==> src/rtl/spi_tgt_pkg.sv <==
package spi_tgt_pkg;
  localparam int unsigned WORD_W  = 24;
  localparam int unsigned SEL_POS = 0;
  localparam int unsigned FLT_LO  = 1;
  localparam int unsigned FLT_HI  = 22;
  localparam int unsigned CLR_POS = 22;
  localparam int unsigned RUN_POS = 23;
endpackage

==> src/rtl/spi_pin_sync.sv <==
module spi_pin_sync #(
  parameter int unsigned N       = 3,
  parameter int unsigned STAGES  = 2,
  parameter logic [N-1:0] RST_VAL = '0
) (
  input  logic         clk_i,
  input  logic         rst_ni,
  input  logic [N-1:0] pin_i,
  output logic [N-1:0] lvl_o,
  output logic [N-1:0] rise_o,
  output logic [N-1:0] fall_o
);
  for (genvar g = 0; g < N; g++) begin : g_bit
    logic [STAGES:0] sh_q;
    always_ff @(posedge clk_i or negedge rst_ni) begin
      if (!rst_ni) sh_q <= {(STAGES+1){RST_VAL[g]}};
      else         sh_q <= {sh_q[STAGES-1:0], pin_i[g]};
    end
    assign lvl_o[g]  = sh_q[STAGES-1];
    assign rise_o[g] = sh_q[STAGES-1] & ~sh_q[STAGES];
    assign fall_o[g] = ~sh_q[STAGES-1] & sh_q[STAGES];
  end
endmodule

==> src/rtl/spi_rx_frame.sv <==
module spi_rx_frame #(
  parameter int unsigned WORD_W = 24
) (
  input  logic              clk_i,
  input  logic              rst_ni,
  input  logic              cs_fall_i,
  input  logic              cs_rise_i,
  input  logic              cs_active_i,
  input  logic              sck_rise_i,
  input  logic              sdi_i,
  output logic [WORD_W-1:0] word_o,
  output logic              wr_valid_o,
  output logic              first_rise_o
);
  localparam int unsigned CNT_W = $clog2(WORD_W + 2);
  localparam logic [CNT_W-1:0] CNT_FULL = CNT_W'(WORD_W);
  localparam logic [CNT_W-1:0] CNT_SAT  = CNT_W'(WORD_W + 1);

  logic [CNT_W-1:0]  cnt_q;
  logic [WORD_W-1:0] sh_q;
  logic              wr_q;
  logic              take;

  assign take = cs_active_i & sck_rise_i;

  always_ff @(posedge clk_i or negedge rst_ni) begin
    if (!rst_ni) begin
      cnt_q <= '0;
      sh_q  <= '0;
      wr_q  <= 1'b0;
    end else begin
      wr_q <= cs_rise_i && (cnt_q == CNT_FULL);
      if (cs_fall_i) cnt_q <= '0;
      else if (take && cnt_q != CNT_SAT) cnt_q <= cnt_q + 1'b1;
      if (take) sh_q <= {sdi_i, sh_q[WORD_W-1:1]};
    end
  end

  assign word_o       = sh_q;
  assign wr_valid_o   = wr_q;
  assign first_rise_o = take && (cnt_q == '0);

  a_r2_cnt_bounded: assert property (@(posedge clk_i) disable iff (!rst_ni)
    cnt_q <= CNT_SAT);
  a_r2_sat_holds: assert property (@(posedge clk_i) disable iff (!rst_ni)
    (cnt_q == CNT_SAT && !cs_fall_i) |=> cnt_q == CNT_SAT);
endmodule

==> src/rtl/spi_tx_shift.sv <==
module spi_tx_shift #(
  parameter int unsigned WORD_W = 24
) (
  input  logic              clk_i,
  input  logic              rst_ni,
  input  logic              cs_active_i,
  input  logic              load_i,
  input  logic [WORD_W-1:0] load_word_i,
  input  logic              shift_i,
  input  logic              fault_i,
  output logic              sdo_o,
  output logic              sdo_oe_o
);
  logic [WORD_W-1:0] tx_q;
  logic              loaded_q;

  always_ff @(posedge clk_i or negedge rst_ni) begin
    if (!rst_ni) begin
      tx_q     <= '0;
      loaded_q <= 1'b0;
    end else if (!cs_active_i) begin
      loaded_q <= 1'b0;
    end else if (load_i) begin
      tx_q     <= load_word_i;
      loaded_q <= 1'b1;
    end else if (shift_i && loaded_q) begin
      tx_q <= tx_q >> 1;
    end
  end

  assign sdo_oe_o = cs_active_i;
  assign sdo_o    = !cs_active_i ? 1'b0 : (loaded_q ? tx_q[0] : fault_i);

  a_r6_load_ends_with_frame: assert property (@(posedge clk_i) disable iff (!rst_ni)
    (loaded_q && !cs_active_i) |=> !loaded_q);
endmodule

==> src/rtl/frame_checked_spi_target.sv <==
module frame_checked_spi_target #(
  parameter int unsigned WORD_W      = spi_tgt_pkg::WORD_W,
  parameter int unsigned SYNC_STAGES = 2
) (
  input  logic              clk_i,
  input  logic              rst_ni,
  input  logic              sel_n_i,
  input  logic              sclk_i,
  input  logic              sdi_i,
  output logic              sdo_o,
  output logic              sdo_oe_o,
  input  logic [WORD_W-1:0] stat0_i,
  input  logic [WORD_W-1:0] stat1_i,
  output logic [WORD_W-1:0] ctrl0_o,
  output logic [WORD_W-1:0] ctrl1_o,
  output logic              clr_stat_o,
  output logic              standby_o
);
  import spi_tgt_pkg::*;

  localparam int unsigned P_SEL = 0, P_SCK = 1, P_SDI = 2;

  logic [2:0] lvl, rise, fall;
  logic [WORD_W-1:0] rx_word, rd_word, ctrl0_q, ctrl1_q;
  logic wr_valid, first_rise, fault, cs_active, clr_q, stby_q;

  spi_pin_sync #(.N(3), .STAGES(SYNC_STAGES), .RST_VAL(3'b001)) u_sync (
    .clk_i, .rst_ni,
    .pin_i ({sdi_i, sclk_i, sel_n_i}),
    .lvl_o (lvl), .rise_o(rise), .fall_o(fall)
  );

  assign cs_active = ~lvl[P_SEL];

  spi_rx_frame #(.WORD_W(WORD_W)) u_rx (
    .clk_i, .rst_ni,
    .cs_fall_i   (fall[P_SEL]),
    .cs_rise_i   (rise[P_SEL]),
    .cs_active_i (cs_active),
    .sck_rise_i  (rise[P_SCK]),
    .sdi_i       (lvl[P_SDI]),
    .word_o      (rx_word),
    .wr_valid_o  (wr_valid),
    .first_rise_o(first_rise)
  );

  assign fault = (|stat0_i[FLT_HI:FLT_LO]) | (|stat1_i[FLT_HI:FLT_LO]);

  always_comb begin
    rd_word = lvl[P_SDI] ? stat1_i : stat0_i;
    rd_word[0] = fault;
  end

  spi_tx_shift #(.WORD_W(WORD_W)) u_tx (
    .clk_i, .rst_ni,
    .cs_active_i (cs_active),
    .load_i      (first_rise),
    .load_word_i (rd_word),
    .shift_i     (fall[P_SCK]),
    .fault_i     (fault),
    .sdo_o, .sdo_oe_o
  );

  always_ff @(posedge clk_i or negedge rst_ni) begin
    if (!rst_ni) begin
      ctrl0_q <= '0;
      ctrl1_q <= '0;
      clr_q   <= 1'b0;
      stby_q  <= 1'b0;
    end else begin
      clr_q  <= 1'b0;
      stby_q <= 1'b0;
      if (wr_valid) begin
        clr_q <= rx_word[CLR_POS];
        if (rx_word[SEL_POS]) begin
          ctrl1_q <= rx_word;
        end else if (!rx_word[RUN_POS]) begin
          ctrl0_q <= '0;
          ctrl1_q <= '0;
          stby_q  <= 1'b1;
        end else begin
          ctrl0_q <= rx_word;
        end
      end
    end
  end

  assign ctrl0_o    = ctrl0_q;
  assign ctrl1_o    = ctrl1_q;
  assign clr_stat_o = clr_q;
  assign standby_o  = stby_q;

  a_r2_ctrl0_needs_frame: assert property (@(posedge clk_i) disable iff (!rst_ni)
    (ctrl0_q != $past(ctrl0_q)) |-> $past(wr_valid));
  a_r2_ctrl1_needs_frame: assert property (@(posedge clk_i) disable iff (!rst_ni)
    (ctrl1_q != $past(ctrl1_q)) |-> $past(wr_valid));
  a_r7_clear_single: assert property (@(posedge clk_i) disable iff (!rst_ni)
    clr_q |=> !clr_q);
  a_r8_standby_zeroes: assert property (@(posedge clk_i) disable iff (!rst_ni)
    stby_q |-> (ctrl0_q == '0 && ctrl1_q == '0));
  a_r8_standby_single: assert property (@(posedge clk_i) disable iff (!rst_ni)
    stby_q |=> !stby_q);
endmodule

==> config.mk <==
export PLATFORM = sky130hd
export DESIGN_NAME = frame_checked_spi_target
export DESIGN_NICKNAME = d
export VERILOG_FILES = /design/src/rtl/spi_tgt_pkg.sv /design/src/rtl/spi_pin_sync.sv /design/src/rtl/spi_rx_frame.sv /design/src/rtl/spi_tx_shift.sv /design/src/rtl/frame_checked_spi_target.sv
export SDC_FILE = /design/constraint.sdc
export NUM_CORES = 1
export LEC_CHECK = 0
export BUFFER_PORTS_ARGS = -buffer_cell sky130_fd_sc_hd__buf_2
export CELL_PAD_IN_SITES_DETAIL_PLACEMENT = 0
export CELL_PAD_IN_SITES_GLOBAL_PLACEMENT = 1
export CORE_AREA = 2 2 124 96
export CTS_CLUSTER_DIAMETER = 80
export DETAILED_ROUTE_END_ITERATION = 12
export DIE_AREA = 0 0 126 98
export PLACE_DENSITY = 0.84
export SLEW_MARGIN = 10
export SYNTH_ARGS = -nofsm -noshare
export SYNTH_HDL_FRONTEND = slang
export SYNTH_SLANG_ARGS = --single-unit
==> constraint.sdc <==
create_clock -name clk_i -period 5.9 [get_ports clk_i]
set_clock_uncertainty 0.15 [all_clocks]
set_input_delay 0.59 -clock clk_i [delete_from_list [all_inputs] [get_ports clk_i]]
set_output_delay 0.59 -clock clk_i [all_outputs]
set_load 0.02 [all_outputs]
-- Yosys cells after proc, flatten, opt, wreduce, memory -nomap -nowiden
Index checks and enable logic that the tools add are counted.
- bitwise gates (word level): 11
- multiplexer cells: 16
- div/mod/pow operators: 0
- equal/unequal tests: 3
- $mul: 0
- shift-type cells: 0
- $lt $le $gt $ge: 0
- reductions and logical operators: 13
- add/subtract/negate cells: 1
- operator list (operator ; number):
    2-to-1 mux 24 bit ; 6
    OR reduction 22 bit ; 2
    2-to-1 mux 5 bit ; 2
    2-to-1 mux 1 bit ; 8
    AND reduction 2 bit ; 3
    nonzero test 2 bit ; 3
    adder 5 x 1 -> 5 bit, second input constant ; 1
    bitwise AND 1 bit ; 5
    equality test 5 bit, second input constant ; 1
    zero test 5 bit ; 1
    inequality test 5 bit, second input constant ; 1
    NOT 1 bit ; 5
    logical AND 1 bit ; 4
    inequality test 2 bit, second input constant ; 1
    bitwise OR 1 bit ; 1
- memories kept: 0
- bits in read-only memories: 0
- latch bits: 0
- bits of input ports: 53
- memory bits (writable): 0
- flip-flop bits (word level): 113

-- Longest topological paths before layout
- depth after elaboration: 6
- mapped depth: 7
- gate-level depth less buffers: 6

-- By module
Synthesis repeated with hierarchy kept, for this count alone.
- cell total of the unflattened synthesis: 443
- area total of the unflattened synthesis: 5158.7 sq um
- by module, submodules not included (module ; cells each ; area an instance (sq um) ; times used ; seq. area each (sq um)):
    frame_checked_spi_target ; 224 ; 2317.2 ; 1 ; 1226.2
    spi_tx_shift ; 115 ; 1311.3 ; 1 ; 625.6
    spi_rx_frame ; 86 ; 1241.2 ; 1 ; 750.7
    spi_pin_sync ; 18 ; 289.0 ; 1 ; 229.0

-- Worst setup path before layout
OpenSTA, ideal clock, no wires.
- path kind: input to output
- start: input port stat0_i[22]
- end: output port sdo_o
- arrival: 1.360 ns
- slack: 3.800 ns
- stages on the path: 4
- cells stage by stage: nor4_1 nand3_1 nor4_1 a211oi_1
- word-level cells in the longest chain between the ends: 4
- ends and longest elaborated chain (what ; RTL line ; text):
    start: declaration ; frame_checked_spi_target.sv:12 ; input logic [WORD_W-1:0] stat0_i,
    OR reduction 22 bit ; frame_checked_spi_target.sv:47 ; assign fault = (|stat0_i[FLT_HI:FLT_LO]) | (|stat1_i[FLT_HI:FLT_LO]);
    bitwise OR 1 bit ; frame_checked_spi_target.sv:47 ;
    2-to-1 mux 1 bit (2 in a row) ; spi_tx_shift.sv:32 ; assign sdo_o = !cs_active_i ? 1'b0 : (loaded_q ? tx_q[0] : fault_i);
    end: declaration ; frame_checked_spi_target.sv:10 ; output logic sdo_o,
No other way between the ends.

-- Worst setup path after layout
- start: input port stat0_i[7]
- end: output port sdo_o
Same word-level chain as after synthesis.

==> results.md <==
- Final Critical Period: between 2 and 3 ns
- Port bufs: about 100
- CTS tree: yes
- Setup crit end kind: output port
- Vias: roughly 3500
- Crit path DAT: 1.83 ns
- Busiest grt layer: met1
- RSZ-0062 raised after global routing: no
- Sequential element share of the synthesized area: 56.1%
- RD Place Congestion: 0.871
- Rows: 34
- Antenna cells: 0
- Vias per cell: a little over 5
- Synthesis-stage register bit count: 112
- Worst min-delay path class: input pin to asynchronous set/reset pin
- DP HPWL: roughly 7100 um
- Maxcap violations: 0
- Clock tree buffer depth: 2
- Top achievable clock speed: 389 MHz
- I/O pin total: 105
- Core area: roughly 11000 um^2
- Worst-Margin Slew: between 0.9 and 1 ns
- Syn Area/Cell: 11.1 um^2
- H-tree levels: 3
- Initial Util: between 40% and 50%
- CP startpoint kind: input pin
- Initial antenna violation count: 0
- DRC: 0
- Crit path kind: input pin to output port
- Layout cell share with drive strength beyond 1: approximately a third
- Area grow syn2layout: 18.0%
- Total track usage: approximately 17%
- Synthesized area: between 5000 and 6000 um^2
- Fin. Hold Viols: 0
- Clk_lat worst skew: between 0.3 and 0.4 ns
- Post_cts resized: 0
- Status: finished clean
- Root Driver: clkbuf_16
- Met1 GRT Util: between 20% and 30%
- Setup WS pre-CTS: about 3.3 ns
- Fin Setup TNS: 0 ns
- # hold bufs at CTS: 0
- P per Cell Area: slightly above 300 nW/um^2
- Antenna Violating Nets Remaining: 0
- Netlist cell types: 37
- 1st-pass router iterations: 4
- Die Y: 98 um
- Maximum vdd ir drop: 0.146 mV
- Routed len/inst: 15.0 um
- Grt total ovfl: 0
- M2 GR Usage: 25.0%
- Leakage: between 3 and 4 nW
- Post-CTS Setup Bufs: 0
- GR Layer Usage met3: approximately 3.8%
- Clock sinks: 112
- CP max FO: 2
- Num CTS Buffers: 9
- Drt total wl: a little over 10000 um
- Mapped Cells: between 400 and 500
- First-pass GRT wire length: approximately 17000 um
- CP required: slightly above 5 ns
- Normalized max-slew margin: between 30% and 40%
- Final worst slack: ~3.3 ns
- Slew Limit Fails: 0
- Largest net degree at the start of global routing: 60
- Detailed Route Iter0 Violations: around 190
- Nets: approximately 600
- Die ar.: 12300 um^2
- Synth Warn #: 0
- Final setup fails: 0
- Reg clk slew, reported paths: roughly 0.08 ns
- Final worst path period share: roughly 44%
- Die X: 126 um
- Syn Nets: between 500 and 600
- Vias in the first global route: roughly 3400
- Fill count: 1017
[layer usage]
layer / part of all wire, % / vias to the layer above
met5: 0 / -
met4: 1.6 / 0
met3: 3.2 / 15
met2: 45 / 63
met1: 50 / 1685
li1: - / 1706
[kinds of logic after synthesis]
logic type,after synthesis,synth area share (%)
fa+ha+maj,3,0.750
other cells,1,0.0749
simple gates,149,13.9
mux,90,19.1
flops,112,56.1
compound gates,36,4.20
xor+xnor,4,0.700
buf+inv,57,5.20
[final timing paths]
kind	start	to	slack, ns	depth (start not counted)
min in group clk_i	sel_n_i	u_sync.g_bit[0].sh_q[0]	0.19	1
min reg2reg	u_sync.g_bit[2].sh_q[0]	u_sync.g_bit[2].sh_q[1]	0.20	0
min	rst_ni	ctrl1_o[9]	0.12	1
max in group asynchronous	rst_ni	u_rx.word_o[15]	4.25	2
max reg2reg	u_rx.cnt_q[0]	u_tx.tx_q[14]	3.40	6
max	stat0_i[7]	sdo_o	3.33	6
[final cells by class]
cell class | instances | area [um^2] | share of cell area, %
Clock inverter | 7 | 95.1 | 1.61
Timing Repair Buffer | 106 | 546 | 9.24
Inverter | 29 | 109 | 1.84
Tap cell | 144 | 180 | 3.05
Sequential cell | 112 | 2810 | 47.5
Multi-Input combinational cell | 283 | 1950 | 32.9
Clock buffer | 9 | 225 | 3.81
[per-stage QoR]
step | cell area [um^2] | cells | power [W] | hold slack [ns] | utilization [%]
floorplan | 5010 | 452 | 0.00112 | 0.144 | -
global placement | 5590 | 674 | 0.00119 | 0.182 | 49.7
detailed placement | 5590 | 674 | 0.00121 | 0.186 | 49.7
CTS | 5910 | 690 | 0.00186 | 0.142 | 52.6
global route | 5910 | 690 | 0.00193 | 0.164 | 52.6
finish | 5910 | 690 | 0.00183 | 0.125 | 52.6
[worst max-delay path, cell delays in order]
cell and delay, ns:
buf_2 0.10, nor4_1 0.46, nand4_1 0.18, nor4_1 0.26
a211oi_1 0.08, buf_2 0.17
[flip-flops by register name, summed over array words and instances, names as in the netlist]
signal and cells:
ctrl1_o 24, u_tx.tx_q 24, u_rx.wr_valid_o 1, ctrl0_o 23
standby_o 1, u_tx.loaded_q 1, u_sync.g_bit.sh_q 8, u_rx.word_o 24
u_rx.cnt_q 5, clr_stat_o 1
[cell usage after synthesis, drive strengths merged]
master	n	area, um^2
a22o	2	17.5
dfstp	3	78.8
o32ai	1	8.76
or2	1	6.26
nand2	92	348
nand4	4	25.0
xor2	3	26.3
nor3b	1	12.5
nor3	1	5.00
nor4	13	81.3
mux2	45	507
inv	29	109
nand4b	2	17.5
xnor2	1	8.76
clkbuf	17	63.8
conb	1	3.75
nor2b	1	6.26
ha	3	37.5
and2	1	6.26
buf	11	87.6
nand3	24	120
dfrtp	109	2730
nor4b	1	23.8
o21ai	26	130
a21o	1	8.76
nor2	5	18.8
nand3b	2	18.8
o22ai	1	6.26
mux2i	45	450
a211oi	1	7.51
a21oi	4	31.3
nand2b	1	6.26
[report_power, final]
group | internal (W) | switching (W) | leakage [nW]
combinational | 0.000123 | 0.000117 | 1.51
sequential | 0.000869 | 0.0000785 | 1.45
clock | 0.000343 | 0.000303 | 0.157
[layout by cell type (no fill, tap or decap), types with 4 or more instances in the layout]
cell,instances
nand4_1,4
nor2_1,5
mux2_2,45
buf_4,6
nor4_1,13
dfrtp_1,109
o21ai_0,25
mux2i_1,45
inv_1,29
nand2_1,91
buf_2,100
nand3_1,24
clkbuf_16,9
Note: power is estimated with default switching activity, not from simulation.
